### config.mk
export PLATFORM = sky130hd
export DESIGN_NAME = spi_rx_oversampled
export DESIGN_NICKNAME = d
export VERILOG_FILES = /design/src/rtl/spi_rx_pkg.sv /design/src/rtl/pin_sync.sv /design/src/rtl/edge_qual.sv /design/src/rtl/byte_assembler.sv /design/src/rtl/spi_rx_oversampled.sv
export SDC_FILE = /design/constraint.sdc
export NUM_CORES = 1
export LEC_CHECK = 0
export BUFFER_PORTS_ARGS = -buffer_cell sky130_fd_sc_hd__buf_2
export CORE_MARGIN = 2
export CORE_UTILIZATION = 50
export DETAILED_ROUTE_END_ITERATION = 7
export GPL_ROUTABILITY_DRIVEN = 0
export PLACE_DENSITY = 0.73
export SYNTH_ARGS = -nofsm -noshare
export SYNTH_HDL_FRONTEND = slang
export SYNTH_HIERARCHICAL = 1
export SYNTH_SLANG_ARGS = --single-unit
export TNS_END_PERCENT = 50
### constraint.sdc
create_clock -name clk -period 1.9 [get_ports clk]
set_input_delay 0.19 -clock clk [delete_from_list [all_inputs] [get_ports clk]]
set_output_delay 0.19 -clock clk [all_outputs]
set_load 0.03 [all_outputs]
### src/rtl/spi_rx_pkg.sv
package spi_rx_pkg;
  typedef struct packed {
    logic sck;
    logic csn;
    logic mosi;
  } pin_t;

  localparam pin_t PIN_IDLE = '{sck: 1'b0, csn: 1'b1, mosi: 1'b0};
endpackage

### src/rtl/pin_sync.sv
module pin_sync #(
  parameter int               WIDTH   = 3,
  parameter int               STAGES  = 2,
  parameter logic [WIDTH-1:0] RST_VAL = '0
) (
  input  logic             clk,
  input  logic             rst_n,
  input  logic [WIDTH-1:0] d,
  output logic [WIDTH-1:0] q
);
  logic [WIDTH-1:0] stage_q [STAGES];

  for (genvar g = 0; g < STAGES; g++) begin : g_stage
    logic [WIDTH-1:0] stage_d;
    if (g == 0) begin : g_head
      assign stage_d = d;
    end else begin : g_tail
      assign stage_d = stage_q[g-1];
    end
    always_ff @(posedge clk or negedge rst_n) begin
      if (!rst_n) stage_q[g] <= RST_VAL;
      else        stage_q[g] <= stage_d;
    end
  end

  assign q = stage_q[STAGES-1];
endmodule

### src/rtl/edge_qual.sv
module edge_qual (
  input  logic clk,
  input  logic rst_n,
  input  logic sck_s,
  input  logic csn_s,
  input  logic mosi_s,
  output logic hit,
  output logic cs_fall,
  output logic cs_idle,
  output logic bit_o
);
  logic sck_p_q, csn_p_q;
  logic sck_p_d, csn_p_d;

  always_comb begin
    sck_p_d = sck_s;
    csn_p_d = csn_s;
  end

  always_ff @(posedge clk or negedge rst_n) begin
    if (!rst_n) begin
      sck_p_q <= 1'b0;
      csn_p_q <= 1'b1;
    end else begin
      sck_p_q <= sck_p_d;
      csn_p_q <= csn_p_d;
    end
  end

  assign hit     = sck_s && !sck_p_q && !csn_s && !csn_p_q;
  assign cs_fall = !csn_s && csn_p_q;
  assign cs_idle = csn_s;
  assign bit_o   = mosi_s;
endmodule

### src/rtl/byte_assembler.sv
module byte_assembler #(
  parameter int WORD_W = 8,
  localparam int CNT_W = $clog2(WORD_W)
) (
  input  logic              clk,
  input  logic              rst_n,
  input  logic              hit,
  input  logic              bit_in,
  input  logic              cs_fall,
  input  logic              cs_idle,
  output logic [WORD_W-1:0] data,
  output logic              valid,
  output logic              first,
  output logic [CNT_W-1:0]  cnt_o
);
  localparam logic [CNT_W-1:0] LAST = CNT_W'(WORD_W - 1);

  logic [CNT_W-1:0]  cnt_q, cnt_d;
  logic [WORD_W-1:0] sh_q, sh_d, word_next;
  logic [WORD_W-1:0] data_q;
  logic              load_en;
  logic              valid_q, valid_d;
  logic              first_q, first_d;
  logic              pend_q, pend_d;

  assign word_next = {sh_q[WORD_W-2:0], bit_in};

  always_comb begin
    cnt_d   = cnt_q;
    sh_d    = sh_q;
    pend_d  = pend_q;
    load_en = 1'b0;
    valid_d = 1'b0;
    first_d = 1'b0;
    if (cs_fall) pend_d = 1'b1;
    if (cs_idle) begin
      cnt_d = '0;
      sh_d  = '0;
    end else if (hit) begin
      sh_d = word_next;
      if (cnt_q == LAST) begin
        cnt_d   = '0;
        load_en = 1'b1;
        valid_d = 1'b1;
        first_d = pend_q;
        pend_d  = 1'b0;
      end else begin
        cnt_d = cnt_q + CNT_W'(1);
      end
    end
  end

  always_ff @(posedge clk or negedge rst_n) begin
    if (!rst_n) begin
      cnt_q   <= '0;
      sh_q    <= '0;
      valid_q <= 1'b0;
      first_q <= 1'b0;
      pend_q  <= 1'b0;
    end else begin
      cnt_q   <= cnt_d;
      sh_q    <= sh_d;
      valid_q <= valid_d;
      first_q <= first_d;
      pend_q  <= pend_d;
    end
  end

  always_ff @(posedge clk or negedge rst_n) begin
    if (!rst_n)       data_q <= '0;
    else if (load_en) data_q <= word_next;
  end

  assign data  = data_q;
  assign valid = valid_q;
  assign first = first_q;
  assign cnt_o = cnt_q;
endmodule

### src/rtl/spi_rx_oversampled.sv
module spi_rx_oversampled
  import spi_rx_pkg::*;
#(
  parameter int WORD_W      = 8,
  parameter int SYNC_STAGES = 2
) (
  input  logic              clk,
  input  logic              rst_n,
  input  logic              sck_pin,
  input  logic              csn_pin,
  input  logic              mosi_pin,
  output logic [WORD_W-1:0] byte_out,
  output logic              byte_valid,
  output logic              byte_first
);
  localparam int CNT_W = $clog2(WORD_W);

  pin_t             raw_pins, sync_pins;
  logic             edge_hit, cs_fall, cs_idle, data_bit;
  logic [CNT_W-1:0] bit_cnt;

  assign raw_pins = '{sck: sck_pin, csn: csn_pin, mosi: mosi_pin};

  pin_sync #(
    .WIDTH  ($bits(pin_t)),
    .STAGES (SYNC_STAGES),
    .RST_VAL(PIN_IDLE)
  ) u_sync (
    .clk  (clk),
    .rst_n(rst_n),
    .d    (raw_pins),
    .q    (sync_pins)
  );

  edge_qual u_edge (
    .clk    (clk),
    .rst_n  (rst_n),
    .sck_s  (sync_pins.sck),
    .csn_s  (sync_pins.csn),
    .mosi_s (sync_pins.mosi),
    .hit    (edge_hit),
    .cs_fall(cs_fall),
    .cs_idle(cs_idle),
    .bit_o  (data_bit)
  );

  byte_assembler #(.WORD_W(WORD_W)) u_asm (
    .clk    (clk),
    .rst_n  (rst_n),
    .hit    (edge_hit),
    .bit_in (data_bit),
    .cs_fall(cs_fall),
    .cs_idle(cs_idle),
    .data   (byte_out),
    .valid  (byte_valid),
    .first  (byte_first),
    .cnt_o  (bit_cnt)
  );
endmodule

==> results of run 1 <==
==> registers in the layout, indices dropped and copies added, names as in the netlist <==
| register | count |
|---|---|
| u_edge/sck_p_q | 1 |
| u_asm/pend_q | 1 |
| u_sync/q | 3 |
| u_asm/data | 8 |
| u_sync/g_stage.stage_d | 3 |
| u_edge/csn_p_q | 1 |
| u_asm/first | 1 |
| u_asm/valid | 1 |
| u_asm/cnt_o | 3 |
| u_asm/sh_q | 7 |
==> cell usage after synthesis, drive strengths merged <==
| cell type | count |
|---|---|
| dfstp | 3 |
| clkbuf | 1 |
| a21oi | 1 |
| ha | 2 |
| inv | 2 |
| o21a | 1 |
| nor4b | 1 |
| dfrtp | 26 |
| and2b | 1 |
| buf | 4 |
| or3b | 1 |
| nand3b | 1 |
| mux2i | 9 |
| mux2 | 8 |
| nor2 | 10 |
| nand2b | 1 |
==> metrics by stage <==
| step | hold WS, ns | std cells | area [um2] |
|---|---|---|---|
| 4_1_cts | 0.353 | 123 | 1290 |
| 2_1_floorplan | -0.106 | 72 | 1100 |
| 3_3_place_gp | 0.234 | 111 | 1190 |
| 3_5_place_dp | 0.237 | 111 | 1190 |
| 6_report | 0.351 | 123 | 1290 |
| 5_1_grt | 0.362 | 123 | 1290 |
==> worst max-delay path, stage by stage (launching register included) <==
cell	delay (ns)
dfstp_2	0.39
nor4b_2	0.33
buf_4	0.28
or3b_1	0.37
a21oi_1	0.13
==> layer usage <==
| layer | track usage [%] | wire, um |
|---|---|---|
| met5 | 0 | 0 |
| met4 | 8.11 | 40 |
| met3 | 7.02 | 61 |
| met2 | 22.9 | 707 |
| met1 | 17.0 | 757 |
==> power breakdown <==
group | internal (uW) | switching (uW) | leakage, uW
clock | 182 | 196 | 0.0000326
sequential | 629 | 4.95 | 0.000378
combinational | 15.7 | 20.7 | 0.000266
==> cell families (layout without fill, tap and decap cells) <==
| family | Yosys count | in the layout |
|---|---|---|
| muxes | 17 | 17 |
| and+or+nand+nor | 15 | 15 |
| AOI/OAI and AO/OA | 2 | 2 |
| adders and majority gates | 2 | 2 |
| DFF | 29 | 29 |
| buffers and inverters | 7 | 31 |
==> cell type report <==
type                            instances  area, um2
Inverter                                2       7.51
Tap cell                               27       33.8
Sequential cell                        29        729
Clock buffer                            8       58.8
Fill cell                             158        732
Timing Repair Buffer                   21        133
Multi-Input combinational cell         36        328
==> worst min path at each step <==
stage,startpoint,end,cells past startpoint
2_1_floorplan,rst_n,u_asm/cnt_o[0],0
3_3_place_gp,rst_n,u_asm/first,1
3_5_place_dp,rst_n,u_asm/first,1
4_1_cts,u_sync/g_stage[1].stage_d[2],u_sync/q[2],0
5_1_grt,u_sync/g_stage[1].stage_d[0],u_sync/q[0],0
6_report,u_sync/g_stage[1].stage_d[2],u_sync/q[2],0
==> summary.txt, run 1 <==
largest net degree at the start of global routing -> 30
Tcrit/Tclk final -> 83.5%
initial antenna violation count -> 0
final setup fails -> 0
Post-Route Skew -> 0.00785 ns
reg2reg setup slack -> 0.31 ns
Slew Viols, Final -> 0
gr usage total -> 14.9%
Core ar. -> 2020 um2
complex-gate fraction of the synthesized area -> 1.14%
adder-cell share of the synthesized area -> 2.28%
Leakage Power -> 0.000676 uW
final worst path period need -> 1.59 ns
Initial Util -> 54.4%
final core utilization -> 63.8%
post-synthesis mux area share -> 18.8%
Avg Inst Size Synth -> 15.3 um2
largest area contributor in the synthesized netlist -> dfrtp_1
RSZ-0062 raised after global routing -> false
root buf cell -> clkbuf_4
worst min path class -> reg -> reg
DR pass1 iterations -> 2
PostCTS Resize Cnt -> 0
Yosys cell types -> 20
grt total ovfl -> 0
CTS tree -> built
Avg WL per Cell -> 12.7 um
DR iter-0 viols -> 2
status -> complete, no violations
CP Capture Type -> flop
DP HPWL -> 985 um
H-tree levels -> 2
WS Path Type -> reg -> reg
Power Density -> 813 nW/um2
number of hold buffers added after cts -> 4
number of global-route vias before repair -> 601
final worst-path setup slack -> 0.314 ns
Die Width -> 50.9 um
Seq cells post-synth -> 29
vias per inst -> 4.79
Worst-path clk slew -> 0.08 ns
share of cells above drive strength 1 -> 37.5%
clk_lat worst skew -> 0.32 ns
synthesis-to-layout area growth -> 17.3%
final hold violation count -> 0
max-cap violations -> 0
largest family of logic cells by synthesized area -> multiplexers
IO Count -> 15
commonest non-fill, non-tap cell in the layout -> dfrtp_1
launch point of the worst path -> u_edge/csn_p_q
mapped cell area -> 1100 um2
# nets final -> 102
launch point of the worst reg-to-reg path -> u_edge/csn_p_q
Setup TNS Final -> 0 ns
largest cells by area after synthesis -> dfrtp_1, mux2_4, mux2i_1, dfstp_2, nor2_1
Worst slew margin -> 59.2%
FMAX -> 631 MHz
Yosys top cell area share -> 59.2%
CP arrival -> 1.82 ns
CTS Sinks -> 29
pre-CTS setup slack -> 0.332 ns
# diodes -> 0
register area share after synthesis -> 66.3%
Crit Reg-Reg Endpoint -> u_asm/cnt_o[0]
IO Port Bufs -> 14
Net Count, Synth -> 79
Post-Synthesis Cells -> 72
worst-path fanout max -> 11
Bufs on Longest Clock Path -> 2
Residual DRC -> 0
worst setup path end -> u_asm/cnt_o[0]
Post-CTS Setup Bufs -> 0
die area -> 2590 um2
R2R cell count -> 4
DR vias -> 589
Worst Tran Pin Value -> 0.612 ns
remaining antenna violation count -> 0
drt total wl -> 1570 um
post-synthesis xor/xnor area fraction -> 0%
Req. time, crit path -> 2.14 ns
Overall Power -> 1050 uW
Simple-Gate Fraction of Synth Area -> 7.62%
YS warnings -> 6
Die Y -> 50.9 um
CP startpoint kind -> flop
number of CTS-inserted buffers -> 5
Core Rows -> 16
first-pass GRT wire length -> 2700 um
Worst IR Drop VDD -> 0.606 mV
commonest cells after routing, fill and taps aside -> dfrtp_1, buf_2, nor2_1, mux2i_1, mux2_4
(Power assumes the default switching activity.)
==> inputs of run 2 (changes only) <==
==> constraint.sdc (replaced) <==
create_clock -name clk -period 1.7 [get_ports clk]
set_input_delay 0.17 -clock clk [delete_from_list [all_inputs] [get_ports clk]]
set_output_delay 0.17 -clock clk [all_outputs]
set_load 0.03 [all_outputs]
==> summary.txt, run 2 (synthesis results as in run 1) <==
Initial Util -> 54.4% (unchanged)
die area -> 2590 um2 (unchanged)
Power Density -> 898 nW/um2 (+10%)
CP Capture Type -> flop
Core Rows -> 16 (unchanged)
Placed Cells -> 111 (unchanged)
PostCTS Resize Cnt -> 0 (unchanged)
Die Y -> 50.9 um (unchanged)
commonest cells after routing, fill and taps aside -> dfrtp_1, buf_2, nor2_1, mux2i_1, mux2_4
CP startpoint kind -> flop
Worst slew margin -> 58.6% (-0.54 points)
largest net degree at the start of global routing -> 30 (unchanged)
DR vias -> 594 (+0.85%)
CTS Sinks -> 29 (unchanged)
Req. time, crit path -> 1.94 ns (-0.20 ns)
Post-Route Skew -> 0.0108 ns (+0.00290 ns)
# diodes -> 0 (unchanged)
Residual DRC -> 0 (unchanged)
non-filler cells, final -> 123 (unchanged)
pre-CTS setup slack -> 0.146 ns (-0.185 ns)
final worst-path setup slack -> 0.140 ns (-0.174 ns)
first-pass GRT wire length -> 2880 um (+6.7%)
Post-CTS Setup Bufs -> 0 (unchanged)
number of hold buffers added after cts -> 4 (unchanged)
Bufs on Longest Clock Path -> 2 (unchanged)
RSZ-0062 raised after global routing -> false
commonest non-fill, non-tap cell in the layout -> dfrtp_1
worst hold slack -> 0.358 ns (+0.00630 ns)
DR pass1 iterations -> 4 (+2)
Tcrit/Tclk final -> 91.8% (+8.3 points)
final worst path period need -> 1.56 ns (-0.0259 ns)
# nets final -> 102 (unchanged)
share of cells above drive strength 1 -> 37.5% (unchanged)
Leakage Power -> 0.000682 uW (+0.96%)
CTS tree -> built
IO Count -> 15 (unchanged)
number of CTS-inserted buffers -> 5 (unchanged)
synthesis-to-layout area growth -> 18.4%
grt total ovfl -> 0 (unchanged)
Avg WL per Cell -> 12.8 um (+0.32%)
vias per inst -> 4.83 (+0.85%)
drt total wl -> 1570 um (+0.32%)
reg2reg setup slack -> 0.14 ns (-0.17 ns)
clk_lat worst skew -> 0.32 ns (about the same)
Die Width -> 50.9 um (unchanged)
Worst IR Drop VDD -> 0.701 mV (+16%)
CP arrival -> 1.80 ns (-0.02 ns)
IO Port Bufs -> 14 (unchanged)
DP HPWL -> 1000 um (+1.7%)
WS Path Type -> reg -> reg
Setup TNS Final -> 0 ns (unchanged)
root buf cell -> clkbuf_4
worst min path class -> reg -> reg
number of flip-flops in the largest register -> 8 (unchanged)
final hold violation count -> 0 (unchanged)
final setup fails -> 0 (unchanged)
H-tree levels -> 2 (unchanged)
FMAX -> 641 MHz (+1.7%)
remaining antenna violation count -> 0 (unchanged)
worst-path fanout max -> 11 (unchanged)
Worst Tran Pin Value -> 0.620 ns (+0.00806 ns)
gr usage total -> 16.0% (+1.1 points)
number of global-route vias before repair -> 629 (+4.7%)
max-cap violations -> 0 (unchanged)
Worst-path clk slew -> 0.09 ns (about the same)
Core ar. -> 2020 um2 (unchanged)
Slew Viols, Final -> 0 (unchanged)
status -> complete, no violations
initial antenna violation count -> 0 (unchanged)
DR iter-0 viols -> 2 (unchanged)
==> run 2: cell counts in the layout (fill, tap and decap cells not counted) <==
Identical to the previous run, type by type.
==> run 2: layout make-up <==
type	instances	area, um2
timing repair buffer	21	145
tap	27	33.8
clock buffer	8	58.8
multi-input combinational	36	328
sequential	29	729
fill	152	719
inverter	2	7.51
==> run 2: critical path, cell delays in order (launching register included) <==
cell and delay (ns):
dfstp_2 0.39, nor4b_2 0.31, buf_4 0.27, or3b_1 0.37, a21oi_1 0.14
==> run 2: routing by layer <==
layer | part of all wire, % | wire [um] | track usage [%] | vias up
met1 | 47 | 734 | 18.8 | 290
met4 | 3.0 | 47 | 9.46 | 0
li1 | - | - | - | 282
met3 | 5.9 | 93 | 7.89 | 6
met5 | 0 | 0 | 0 | -
met2 | 44 | 696 | 23.6 | 16
==> run 2: final timing paths <==
| kind | startpoint | to | cells after the start |
|---|---|---|---|
| max | u_edge/csn_p_q | u_asm/cnt_o[0] | 4 |
| max in group asynchronous | rst_n | u_asm/cnt_o[2] | 2 |
| min reg2reg | u_sync/g_stage[1].stage_d[0] | u_sync/q[0] | 0 |
| max reg2reg | u_edge/csn_p_q | u_asm/cnt_o[0] | 4 |
| min | u_sync/g_stage[1].stage_d[0] | u_sync/q[0] | 0 |
| min in group asynchronous | rst_n | u_asm/sh_q[1] | 2 |
==> run 2: power breakdown <==
part / internal [uW] / total [uW] / leakage, uW / switching [uW]
Clock: 204 / 420 / 0.0000326 / 217
Sequential: 703 / 709 / 0.000378 / 5.48
Combinational: 17.6 / 41.0 / 0.000272 / 23.5
Total: 924 / 1170 / 0.000682 / 245
==> run 2: per-stage QoR <==
step / total power [uW] / utilization [%] / cell area (um2)
after CTS: 1200 / 64.4 / 1300
final: 1170 / 64.4 / 1300
after detailed placement: 758 / 59.5 / 1200
after floorplan: 737 / - / 1100
after global placement: 756 / 59.5 / 1200
after global routing: 1230 / 64.4 / 1300
